===== config.mk =====
export PLATFORM = sky130hd
export DESIGN_NAME = nzcv_rebuild
export DESIGN_NICKNAME = d
export VERILOG_FILES = /design/src/rtl/nzcv_pkg.sv /design/src/rtl/nzcv_tag_decode.sv /design/src/rtl/nzcv_flag_datapath.sv /design/src/rtl/nzcv_rebuild.sv
export SDC_FILE = /design/constraint.sdc
export NUM_CORES = 1
export LEC_CHECK = 0
export ABC_CLOCK_PERIOD_IN_PS = 11000
export BUFFER_PORTS_ARGS = -buffer_cell sky130_fd_sc_hd__buf_2
export CORE_UTILIZATION = 44
export DETAILED_ROUTE_END_ITERATION = 10
export GPL_TIMING_DRIVEN = 0
export PLACE_DENSITY = 0.83
export SKIP_LAST_GASP = 1
export SYNTH_ARGS = -nofsm -noshare
export SYNTH_HDL_FRONTEND = slang
export SYNTH_HIERARCHICAL = 1
export SYNTH_SLANG_ARGS = --single-unit

===== constraint.sdc =====
create_clock -name vclk -period 11
set_clock_uncertainty 0.2 [all_clocks]
set_input_delay 1.65 -clock vclk [all_inputs]
set_output_delay 1.65 -clock vclk [all_outputs]
set_load 0.03 [all_outputs]

===== src/rtl/nzcv_pkg.sv =====
package nzcv_pkg;

  typedef enum logic [3:0] {
    TAG_COPY  = 4'd0,
    TAG_ADD   = 4'd1,
    TAG_SUB   = 4'd2,
    TAG_ADC   = 4'd3,
    TAG_SBC   = 4'd4,
    TAG_LOGIC = 4'd5,
    TAG_MUL   = 4'd6,
    TAG_MULL  = 4'd7
  } flagTag_e;

  // Strobes from the tag decoder to the flag datapath.
  typedef struct packed {
    logic selCopy;
    logic selArith;
    logic invertB;
    logic forceCarry;
    logic carryFromOld;
    logic selLogic;
    logic selMul;
    logic wideMul;
    logic fault;
  } flagCtl_t;

endpackage


===== src/rtl/nzcv_tag_decode.sv =====
module nzcv_tag_decode
  import nzcv_pkg::*;
#(
  parameter int DATA_W = 32
) (
  input  logic [3:0]        opTag,
  input  logic [DATA_W-2:0] opBUpper,
  input  logic [DATA_W-2:0] opCUpper,
  output flagCtl_t          ctl
);

  logic bWide;
  logic cWide1;
  logic cWide2;

  assign bWide  = |opBUpper;
  assign cWide1 = |opCUpper;
  assign cWide2 = |opCUpper[DATA_W-2:1];

  always_comb begin
    ctl = '0;
    unique case (opTag)
      TAG_COPY: ctl.selCopy = 1'b1;
      TAG_ADD:  ctl.selArith = 1'b1;
      TAG_SUB: begin
        ctl.selArith   = 1'b1;
        ctl.invertB    = 1'b1;
        ctl.forceCarry = 1'b1;
      end
      TAG_ADC: begin
        ctl.selArith     = 1'b1;
        ctl.carryFromOld = 1'b1;
        ctl.fault        = cWide1;
      end
      TAG_SBC: begin
        ctl.selArith     = 1'b1;
        ctl.invertB      = 1'b1;
        ctl.carryFromOld = 1'b1;
        ctl.fault        = cWide1;
      end
      TAG_LOGIC: begin
        ctl.selLogic = 1'b1;
        ctl.fault    = bWide | cWide1;
      end
      TAG_MUL: begin
        ctl.selMul = 1'b1;
        ctl.fault  = cWide2;
      end
      TAG_MULL: begin
        ctl.selMul  = 1'b1;
        ctl.wideMul = 1'b1;
        ctl.fault   = cWide2;
      end
      default: ctl.fault = 1'b1;
    endcase
  end

endmodule


===== src/rtl/nzcv_flag_datapath.sv =====
module nzcv_flag_datapath
  import nzcv_pkg::*;
#(
  parameter int DATA_W = 32
) (
  input  flagCtl_t          ctl,
  input  logic [DATA_W-1:0] opA,
  input  logic [DATA_W-1:0] opB,
  input  logic [1:0]        opCLow,
  output logic [3:0]        nzcv
);

  localparam int MSB = DATA_W - 1;

  logic [DATA_W-1:0] bEff;
  logic              carryIn;
  logic [DATA_W:0]   sumFull;
  logic [DATA_W-1:0] arithRes;
  logic              arithC;
  logic              arithV;

  assign bEff     = ctl.invertB ? ~opB : opB;
  assign carryIn  = ctl.forceCarry | (ctl.carryFromOld & opCLow[0]);
  assign sumFull  = {1'b0, opA} + {1'b0, bEff} + {{DATA_W{1'b0}}, carryIn};
  assign arithRes = sumFull[MSB:0];
  assign arithC   = sumFull[DATA_W];
  assign arithV   = (opA[MSB] == bEff[MSB]) & (arithRes[MSB] != opA[MSB]);

  always_comb begin
    nzcv = 4'b0000;
    if (ctl.fault) begin
      nzcv = 4'b0000;
    end else if (ctl.selCopy) begin
      nzcv = opA[MSB -: 4];
    end else if (ctl.selArith) begin
      nzcv = {arithRes[MSB], arithRes == '0, arithC, arithV};
    end else if (ctl.selLogic) begin
      nzcv = {opA[MSB], opA == '0, opB[0], opCLow[0]};
    end else if (ctl.selMul) begin
      if (ctl.wideMul) nzcv = {opB[MSB], (opA | opB) == '0, opCLow};
      else             nzcv = {opA[MSB], opA == '0, opCLow};
    end
  end

endmodule


===== src/rtl/nzcv_rebuild.sv =====
module nzcv_rebuild
  import nzcv_pkg::*;
#(
  parameter int DATA_W = 32
) (
  input  logic [3:0]        opTag,
  input  logic [DATA_W-1:0] opA,
  input  logic [DATA_W-1:0] opB,
  input  logic [DATA_W-1:0] opC,
  output logic              flagN,
  output logic              flagZ,
  output logic              flagC,
  output logic              flagV,
  output logic [DATA_W-1:0] flagsPacked,
  output logic              badRecord
);

  localparam int PAD_W = DATA_W - 4;

  flagCtl_t   ctl;
  logic [3:0] nzcv;

  nzcv_tag_decode #(.DATA_W(DATA_W)) u_decode (
    .opTag    (opTag),
    .opBUpper (opB[DATA_W-1:1]),
    .opCUpper (opC[DATA_W-1:1]),
    .ctl      (ctl)
  );

  nzcv_flag_datapath #(.DATA_W(DATA_W)) u_datapath (
    .ctl    (ctl),
    .opA    (opA),
    .opB    (opB),
    .opCLow (opC[1:0]),
    .nzcv   (nzcv)
  );

  assign {flagN, flagZ, flagC, flagV} = nzcv;
  assign flagsPacked = {nzcv, {PAD_W{1'b0}}};
  assign badRecord   = ctl.fault;

endmodule


Word level (Yosys, flattened, before mapping) --
Index checks and enable logic that the tools add are counted.
Storage, ports and cells: bits of input ports 100, output and inout port bits 37, register bits 0
Operators by class: bitwise logic cells 6, $add $sub $neg 2, reductions and logical operators 12, multiplexer cells 16, equality and inequality tests 9
Operators by type and width (count):
- logical NOT 32 bit | 3
- OR reduction 31 bit | 2
- adder 32 x 32 -> 33 bit | 1
- adder 33 x 1 -> 33 bit | 1
- 2-to-1 mux 32 bit | 1
- inverter 32 bit | 1
- OR 32 bit | 1
- OR reduction 30 bit | 1
- 2-to-1 mux 4 bit | 6
- == test 4 x 3 -> 1 bit, second input constant | 4
- == test 4 x 2 -> 1 bit, second input constant | 2
- 2-to-1 mux 1 bit | 8
- OR reduction 2 bit | 3
- == test 4 x 1 -> 1 bit, second input constant | 1
- logical NOT 4 bit | 1
- case mux 1 bit (4 select lines) | 1
- OR reduction 4 bit | 1
- OR reduction 3 bit | 1
- bitwise AND 1 bit | 2
- OR 1 bit | 2
- == test 1 bit | 1
- != test 1 bit | 1

Longest topological paths before layout --
Gate-level depths: netlist (run 1).
depth in word-level cells 11, mapped depth 18, depth with buffers taken out 15

By module --
Netlist (run 1), hierarchy kept.
By module, submodules not included:
- nzcv_flag_datapath | instances 1, area each 2768.9 µm², seq. area each 0.0 µm², cells an instance 408
- nzcv_tag_decode | instances 1, area each 259.0 µm², seq. area each 0.0 µm², cells an instance 40
- nzcv_rebuild | instances 1, area each 244.0 µm², seq. area each 0.0 µm², cells an instance 33

Least setup slack after synthesis (run 1) --
Ideal clock, no wire load.
path type input port to output port, from input port opTag[2], to output port flagsPacked[30], arrival time 6168 ps, required time 9150 ps, stages on the path 18, setup slack 2982 ps, cell sequence xnor2_1 -> nor3_1 -> clkbuf_1 -> buf_1 -> xor2_1 -> fa_1 -> inv_1 -> fa_1 -> or3b_1 -> a221o_1 -> nor4_2 -> nand4_1 -> nor2_1 -> nand4_1 -> or4_1 -> or4_1 -> o21ai_1 -> buf_4
RTL lines:
- start: declaration | RTL line nzcv_rebuild.sv:6 | input logic [3:0] opTag,
- end: declaration | RTL line nzcv_rebuild.sv:14 | output logic [DATA_W-1:0] flagsPacked,

==> results of run 1 <==
final cells by class:
| cell class | count | area (µm²) | share of cell area, % |
|---|---|---|---|
| Timing Repair Buffer | 109 | 546 | 13.5 |
| Buffer | 52 | 323 | 7.99 |
| Tap cell | 99 | 124 | 3.06 |
| Multi-Input combinational cell | 433 | 2960 | 73.3 |
| Inverter | 23 | 86.3 | 2.14 |
cell usage in the layout, fill, tap and decap left out, drive strengths merged, types with 9 or more instances in the layout:
| cell type | Yosys | routed |
|---|---|---|
| a31oi | 11 | 11 |
| xor2 | 35 | 35 |
| buf | 41 | 150 |
| nor4 | 40 | 40 |
| clkbuf | 11 | 11 |
| nand3 | 9 | 9 |
| nand2 | 35 | 35 |
| a21oi | 39 | 39 |
| ha | 32 | 32 |
| o21ai | 32 | 32 |
| conb | 1 | 28 |
| nor3 | 10 | 10 |
| nand4 | 15 | 15 |
| inv | 23 | 23 |
| nor2 | 26 | 26 |
kinds of logic after synthesis:
kind of cell	synth area share, %
compound gates	33.0
xor+xnor	11.0
fa+ha+maj	13.5
buf+inv	12.5
mux	0.650
other cells	0.115
simple gates	29.3
stage by stage:
step,setup slack (ps),hold WS (ps),cells
final,2330,3510,716
after detailed placement,2450,3520,716
after global placement,2470,3510,716
after global routing,1990,3530,716
after CTS,2450,3520,716
after floorplan,2980,3340,508
path summary, 6_finish.rpt:
path              startpoint              end  cells after the start
setup / recovery    opTag[1]  flagsPacked[30]                     19
hold / removal       opA[29]            flagC                      4
routing by layer:
metal	wire [µm]	part of all wire, %	vias to the layer above	global-route usage, %
li1	-	-	2091	-
met1	4780	42	1973	40.1
met2	5170	46	268	49.2
met3	1100	9.7	29	1.31
met4	231	2.0	0	5.28
met5	0	0	-	0
power by group through the flow:
stage | Combinational (mW) | Sequential, mW | Clock [mW]
after floorplan | 0.194 | 0 | 0
after global placement | 0.261 | 0 | 0
after detailed placement | 0.266 | 0 | 0
after CTS | 0.267 | 0 | 0
after global routing | 0.299 | 0 | 0
final | 0.275 | 0 | 0
==> flow_metrics.env, run 1 <==
export IMPL_nClkBuffers=0
export IMPL_ant_nets=0
export IMPL_synthCells=481
export IMPL_synth_top_area_cell="ha_1"
export IMPL_tightest_slew_ps=820
export IMPL_io_pins=137
export IMPL_fin_crit_sh_pct=78.9
export IMPL_path_class="in2out"
export IMPL_ir_worst_vdd_mv=0.0416
export IMPL_grt_max_degree=11
export IMPL_synth_area_leaders="ha_1, xor2_1, nor4_1"
export IMPL_portBuffers=109
export IMPL_critPathArrivalTime_ps=6820
export IMPL_max_freq_mhz=115
export IMPL_sw_frac_of_total_pct=61.5
export IMPL_cp_max_fo=10
export IMPL_crit_path_max_incr_delay_ps=610
export IMPL_synth_area_um2=3270
export IMPL_core_um2=7210
export IMPL_critPathTopFamily="compound AO/OA/AOI/OAI gates"
export IMPL_fin_crit_ps=8670
export IMPL_wirelength_um=11300
export IMPL_grt_pass1_wl_um=18100
export IMPL_n_fill_cell=721
export IMPL_overflow=0
export IMPL_cts_hold_fix_buffers=0
export IMPL_finalHoldViolations=0
export IMPL_synth_top_area_share_pct=12.2
export IMPL_min_delay_path_class="in2out"
export IMPL_maxSlewViolCount=0
export IMPL_status="finished clean"
export IMPL_power_density_nw_per_um2=67.9
export IMPL_synth_seq_area_share_pct=0
export IMPL_seq_cells=0
export IMPL_maxCapViolCount=0
export IMPL_num_vias=4361
export IMPL_rsz0062_at_grt="no"
export IMPL_cp_cell_sequence="buf_2 > xnor2_1 > nor3_1 > clkbuf_1 > buf_1 > xor2_1 > fa_1 > inv_1 > fa_1 > nor2b_1 > o311ai_1 > a211oi_1 > a2111oi_0 > nand3_1 > or4_1 > or4_1 > o21ai_1 > buf_4 > buf_2"
export IMPL_die_height_um=88.2
export IMPL_place_hpwl_um=9660
export IMPL_area_growth_pct=23.6
export IMPL_diodes=0
export IMPL_tns_ps=0
export IMPL_wl_per_cell_um=15.8
export IMPL_placed_cell_area_um2=4040
export IMPL_p_sw_mw=0.169
export IMPL_utilization_pct=56.0
export IMPL_grt_usage_pct=28.7
export IMPL_comb_power_share_pct=100.0
export IMPL_yosysMostFrequentCell="nor4_1"
export IMPL_nets=753
export IMPL_start_util_pct=45.4
export IMPL_finalSetupViolCount=0
export IMPL_crit_path_top_delay_cell="buf_1"
export IMPL_synth_distinct_cells=76
export IMPL_drc=0
export IMPL_intPower_mw=0.106
export IMPL_drive_above_1_share_pct=26.6
export IMPL_syn_avg_cell_area_um2=6.80
export IMPL_cp_end_kind="output port"
export IMPL_crit_buf_inv=6
export IMPL_first_pass_iters=5
export IMPL_std_cell_rows=31
export IMPL_antenna_found_initial=0
export IMPL_worst_setup_path_start_kind="input port"
export IMPL_power_mw=0.275
export IMPL_final_area_um2=4040
export IMPL_regArea_um2=0
export IMPL_die_area_um2=7780
export IMPL_cts_resized=0
export IMPL_grt_pass1_vias=3714
export IMPL_cts_setup_buffers=0
export IMPL_die_w_um=88.2
export IMPL_seqPwrFrac_pct=0
export IMPL_p_leak_nw=1.87
export IMPL_vias_per_cell=6.09
export IMPL_critPathRequiredTime_ps=9150
export IMPL_synth_common_cells="nor4_1, a21oi_1, nand2_1, xor2_1"
export IMPL_yosys_warnings=6
export IMPL_clkPwrFrac_pct=0
export IMPL_gp_congestion=0.970
export IMPL_relSlewSlack_pct=45.3
export IMPL_drtIter0Drc=371
(Power assumes the default switching activity.)
==> run 2, diff against run 1 <==
Settings changed: ABC_AREA set to 1, ABC_CLOCK_PERIOD_IN_PS 11000 to 7500, PLACE_DENSITY 0.83 to 0.84.
Clock period 11 ns to 7.5 ns, I/O delays scaled along.
==> flow_metrics.env, run 2 <==
export IMPL_area_growth_pct=20.0
export IMPL_topRoutingLayerUsed="met4"
export IMPL_max_freq_mhz=146
export IMPL_p_sw_mw=0.279
export IMPL_clkPwrFrac_pct=0
export IMPL_num_vias=5036
export IMPL_synth_top_area_share_pct=26.4
export IMPL_cts_resized=0
export IMPL_diodes=0
export IMPL_std_cell_rows=34
export IMPL_core_um2=8680
export IMPL_nClkBuffers=0
export IMPL_drive_above_1_share_pct=19.9
export IMPL_maxCapViolCount=0
export IMPL_ir_worst_vdd_mv=0.0478
export IMPL_place_hpwl_um=10700
export IMPL_status="finished clean"
export IMPL_portBuffers=109
export IMPL_power_density_nw_per_um2=91.7
export IMPL_grt_pass1_wl_um=19700
export IMPL_synth_distinct_cells=35
export IMPL_drc=0
export IMPL_ant_nets=0
export IMPL_regArea_um2=0
export IMPL_seqPwrFrac_pct=0
export IMPL_cp_max_fo=10
export IMPL_synth_common_cells="nand2_1, inv_1, nor2_1, nand3_1"
export IMPL_maxSlewViolCount=0
export IMPL_synth_compound_area_share_pct=6.55
export IMPL_p_leak_nw=2.95
export IMPL_synth_xor_area_share_pct=7.38
export IMPL_die_height_um=96.3
export IMPL_cts_setup_buffers=0
export IMPL_antenna_found_initial=0
export IMPL_path_class="in2out"
export IMPL_sw_frac_of_total_pct=64.8
export IMPL_worst_setup_path_start_kind="input port"
export IMPL_seq_cells=0
export IMPL_synth_top_family_by_area="simple AND/OR/NAND/NOR gates"
export IMPL_dp_cells=1026
export IMPL_crit_buf_inv=9
export IMPL_die_w_um=96.3
export IMPL_synth_top_area_cell="nand2_1"
export IMPL_gp_congestion=0.959
export IMPL_cp_end_kind="output port"
export IMPL_critPathTopFamily="buffers and inverters"
export IMPL_syn_avg_cell_area_um2=5.00
export IMPL_n_fill_cell=925
export IMPL_intPower_mw=0.151
export IMPL_synth_area_um2=3910
export IMPL_synth_area_leaders="nand2_1, inv_1, ha_1"
export IMPL_dr_wl_met3_um=732
export IMPL_critPathArrivalTime_ps=5540
export IMPL_grt_usage_pct=26.8
export IMPL_start_util_pct=45.1
export IMPL_crit_path_max_incr_delay_ps=630
export IMPL_synth_mux_area_share_pct=0
export IMPL_first_pass_iters=5
export IMPL_synth_fa_ha_area_share_pct=11.3
export IMPL_hold_start="opTag[3]"
export IMPL_cts_hold_fix_buffers=0
export IMPL_wl_met1_um=5260
export IMPL_grt_max_degree=11
export IMPL_rsz0062_at_grt="no"
export IMPL_die_area_um2=9280
export IMPL_yosys_warnings=6
export IMPL_nets=1054
export IMPL_relSlewSlack_pct=49.2
export IMPL_place_ws_ps=769
export IMPL_wl_per_cell_um=11.6
export IMPL_yosysMostFrequentCell="nand2_1"
export IMPL_io_pins=137
export IMPL_tightest_slew_ps=762
export IMPL_whs_endpoint="badRecord"
export IMPL_synthCells=782
export IMPL_yosys_area_share_simple_pct=54.8
export IMPL_finalSetupViolCount=0
export IMPL_min_delay_path_class="in2out"
export IMPL_fin_crit_sh_pct=91.5
export IMPL_layout_commonest_cell="nand2_1"
export IMPL_wirelength_um=11900
export IMPL_critPathRequiredTime_ps=6170
export IMPL_overflow=0
export IMPL_crit_path_top_delay_cell="buf_1"
export IMPL_comb_power_share_pct=100.0
export IMPL_synth_seq_area_share_pct=0
export IMPL_tns_ps=0
export IMPL_fin_ws_ps=638
export IMPL_final_cell_mix="nand2_1, inv_1, buf_2, nor2_1, nand3_1"
export IMPL_drtIter0Drc=302
export IMPL_final_cells=1026
export IMPL_hold_path_depth=4
export IMPL_fin_crit_ps=6860
export IMPL_cpMostUsedCell="nand2_1"
export IMPL_finalHoldViolations=0
export IMPL_met2_length_um=5530
export IMPL_vias_per_cell=4.91
export IMPL_grt_pass1_vias=4550
run 2: power by group through the flow:
stage               clock network [mW]  registers, mW  logic [mW]
floorplan                            0              0       0.310
global placement                     0              0       0.415
detailed placement                   0              0       0.421
CTS                                  0              0       0.423
global route                         0              0       0.487
finish                               0              0       0.430
run 2: metal layers:
metal / global-route usage [%] / vias up
met3: 1.50 / 36
met5: 0 / -
li1: - / 2645
met1: 34.3 / 2149
met4: 8.09 / 0
met2: 47.9 / 206
run 2: final cells by class:
class | count | area [µm²] | area share [%]
tap | 108 | 135 | 2.88
buffer | 36 | 255 | 5.44
multi-input combinational | 633 | 3230 | 68.9
inverter | 140 | 526 | 11.2
timing repair buffer | 109 | 546 | 11.6
run 2: worst max-delay path by stage:
stage                     slack, ps      from               to  depth (start not counted)
after floorplan                1560  opTag[3]  flagsPacked[29]                         23
after CTS                       760  opTag[3]  flagsPacked[30]                         28
after detailed placement        770  opTag[3]  flagsPacked[30]                         28
after global routing            240  opTag[3]  flagsPacked[30]                         27
after global placement          820  opTag[3]  flagsPacked[30]                         27
final                           640  opTag[3]  flagsPacked[30]                         27
run 2: kinds of logic (layout without fill, tap and decap cells):
kind of cell	count (synthesis)	in the layout
buf+inv	176	285
simple gates	492	492
other cells	1	28
xor+xnor	33	33
fa+ha+maj	34	34
compound gates	46	46
run 2: per-stage QoR:
stage	util (%)	instance area (µm²)	hold WS, ps	total power, mW
floorplan	-	4020	2210	0.310
global placement	54.1	4700	2480	0.415
detailed placement	54.1	4700	2480	0.421
CTS	54.1	4700	2480	0.423
global route	54.1	4700	2490	0.487
finish	54.1	4700	2470	0.430
==> run 3, diff against run 2 <==
Settings changed: CORE_UTILIZATION 44 to 49, PLACE_DENSITY 0.84 to 0.85.
==> flow_metrics.env, run 3 (synthesis gave the netlist of run 2 again) <==
export IMPL_num_vias=4998
export IMPL_nets=1054
export IMPL_drive_above_1_share_pct=19.9
export IMPL_place_hpwl_um=10400
export IMPL_tightest_slew_ps=762
export IMPL_area_growth_pct=19.8
export IMPL_critPathArrivalTime_ps=5450
export IMPL_fin_ws_ps=724
export IMPL_nClkBuffers=0
export IMPL_crit_path_top_delay_cell="buf_1"
export IMPL_core_um2=7730
export IMPL_finalSetupViolCount=0
export IMPL_max_freq_mhz=148
export IMPL_cp_end_kind="output port"
export IMPL_die_area_um2=8350
export IMPL_io_pins=137
export IMPL_cts_setup_buffers=0
export IMPL_cp_max_fo=10
export IMPL_drtIter0Drc=319
export IMPL_gp_congestion=0.943
export IMPL_die_height_um=91.4
export IMPL_fin_crit_ps=6780
export IMPL_ant_nets=0
export IMPL_min_delay_path_class="in2out"
export IMPL_power_density_nw_per_um2=91.3
export IMPL_crit_path_max_incr_delay_ps=600
export IMPL_path_class="in2out"
export IMPL_place_ws_ps=806
export IMPL_diodes=0
export IMPL_hold_path_depth=4
export IMPL_tns_ps=0
export IMPL_maxSlewViolCount=0
export IMPL_regArea_um2=0
export IMPL_rsz0062_at_grt="no"
export IMPL_wl_per_cell_um=11.4
export IMPL_cts_hold_fix_buffers=0
export IMPL_seq_cells=0
export IMPL_drc=0
export IMPL_finalHoldViolations=0
export IMPL_status="finished clean"
export IMPL_relSlewSlack_pct=49.2
export IMPL_wirelength_um=11600
export IMPL_portBuffers=109
export IMPL_start_util_pct=50.6
export IMPL_vias_per_cell=4.90
export IMPL_std_cell_rows=32
export IMPL_overflow=0
export IMPL_grt_usage_pct=27.5
export IMPL_fin_crit_sh_pct=90.3
export IMPL_critPathRequiredTime_ps=6170
export IMPL_first_pass_iters=5
export IMPL_die_w_um=91.4
export IMPL_grt_max_degree=11
export IMPL_final_cell_mix="nand2_1, inv_1, buf_2, nor2_1, nand3_1"
export IMPL_ir_worst_vdd_mv=0.0468
export IMPL_grt_pass1_vias=4335
export IMPL_power_mw=0.428
export IMPL_layout_commonest_cell="nand2_1"
export IMPL_cpMostUsedCell="nand2_1"
export IMPL_maxCapViolCount=0
export IMPL_grt_pass1_wl_um=18800
export IMPL_cts_resized=0
export IMPL_worst_setup_path_start_kind="input port"
export IMPL_antenna_found_initial=0
export IMPL_p_leak_nw=2.95
-- run 3: cell counts in the layout (fill, tap and decap cells not counted) --
No cell type changed its count.
-- run 3: worst max-delay path, delay by kind of cell --
| kind | cells | cell delay (ps) |
|---|---|---|
| AO/OA/AOI/OAI | 1 | 190 |
| XOR/XNOR | 1 | 240 |
| adder cells (fa/ha/maj) | 2 | 770 |
| buffers and inverters | 9 | 1670 |
| AND/OR/NAND/NOR | 14 | 1430 |
-- run 3: area by class of cell --
cell class         instances  area [µm²]
multi-input cells        633        3230
inverters                140         526
plain buffers             36         255
repair buffers           109         546
fillers                  796        3040
well taps                102         128
-- run 3: metal layers --
layer / track usage [%] / vias to the layer above / share of wire [%]
met4: 4.23 / 0 / 1.9
met2: 50.8 / 228 / 47
met5: 0 / - / 0
met3: 0.754 / 20 / 7.6
met1: 35.9 / 2113 / 44
li1: - / 2637 / -
-- run 3: stage by stage --
step / util, % / hold slack (ps) / instance area [µm²] / instances
3_5_place_dp: 60.7 / 2470 / 4690 / 1020
2_1_floorplan: - / 2210 / 4020 / 809
3_3_place_gp: 60.7 / 2470 / 4690 / 1020
5_1_grt: 60.7 / 2490 / 4690 / 1020
4_1_cts: 60.7 / 2470 / 4690 / 1020
6_report: 60.7 / 2470 / 4690 / 1020
-- run 3: path summary, 6_finish.rpt --
kind / endpoint / slack, ps / start
hold / removal: badRecord / 2470 / opTag[3]
setup / recovery: flagsPacked[30] / 720 / opTag[3]
-- run 3: where the power goes --
group	total [mW]	switching [mW]	internal [mW]
combinational	0.428	0.277	0.152
sequential	0	0	0
clock	0	0	0
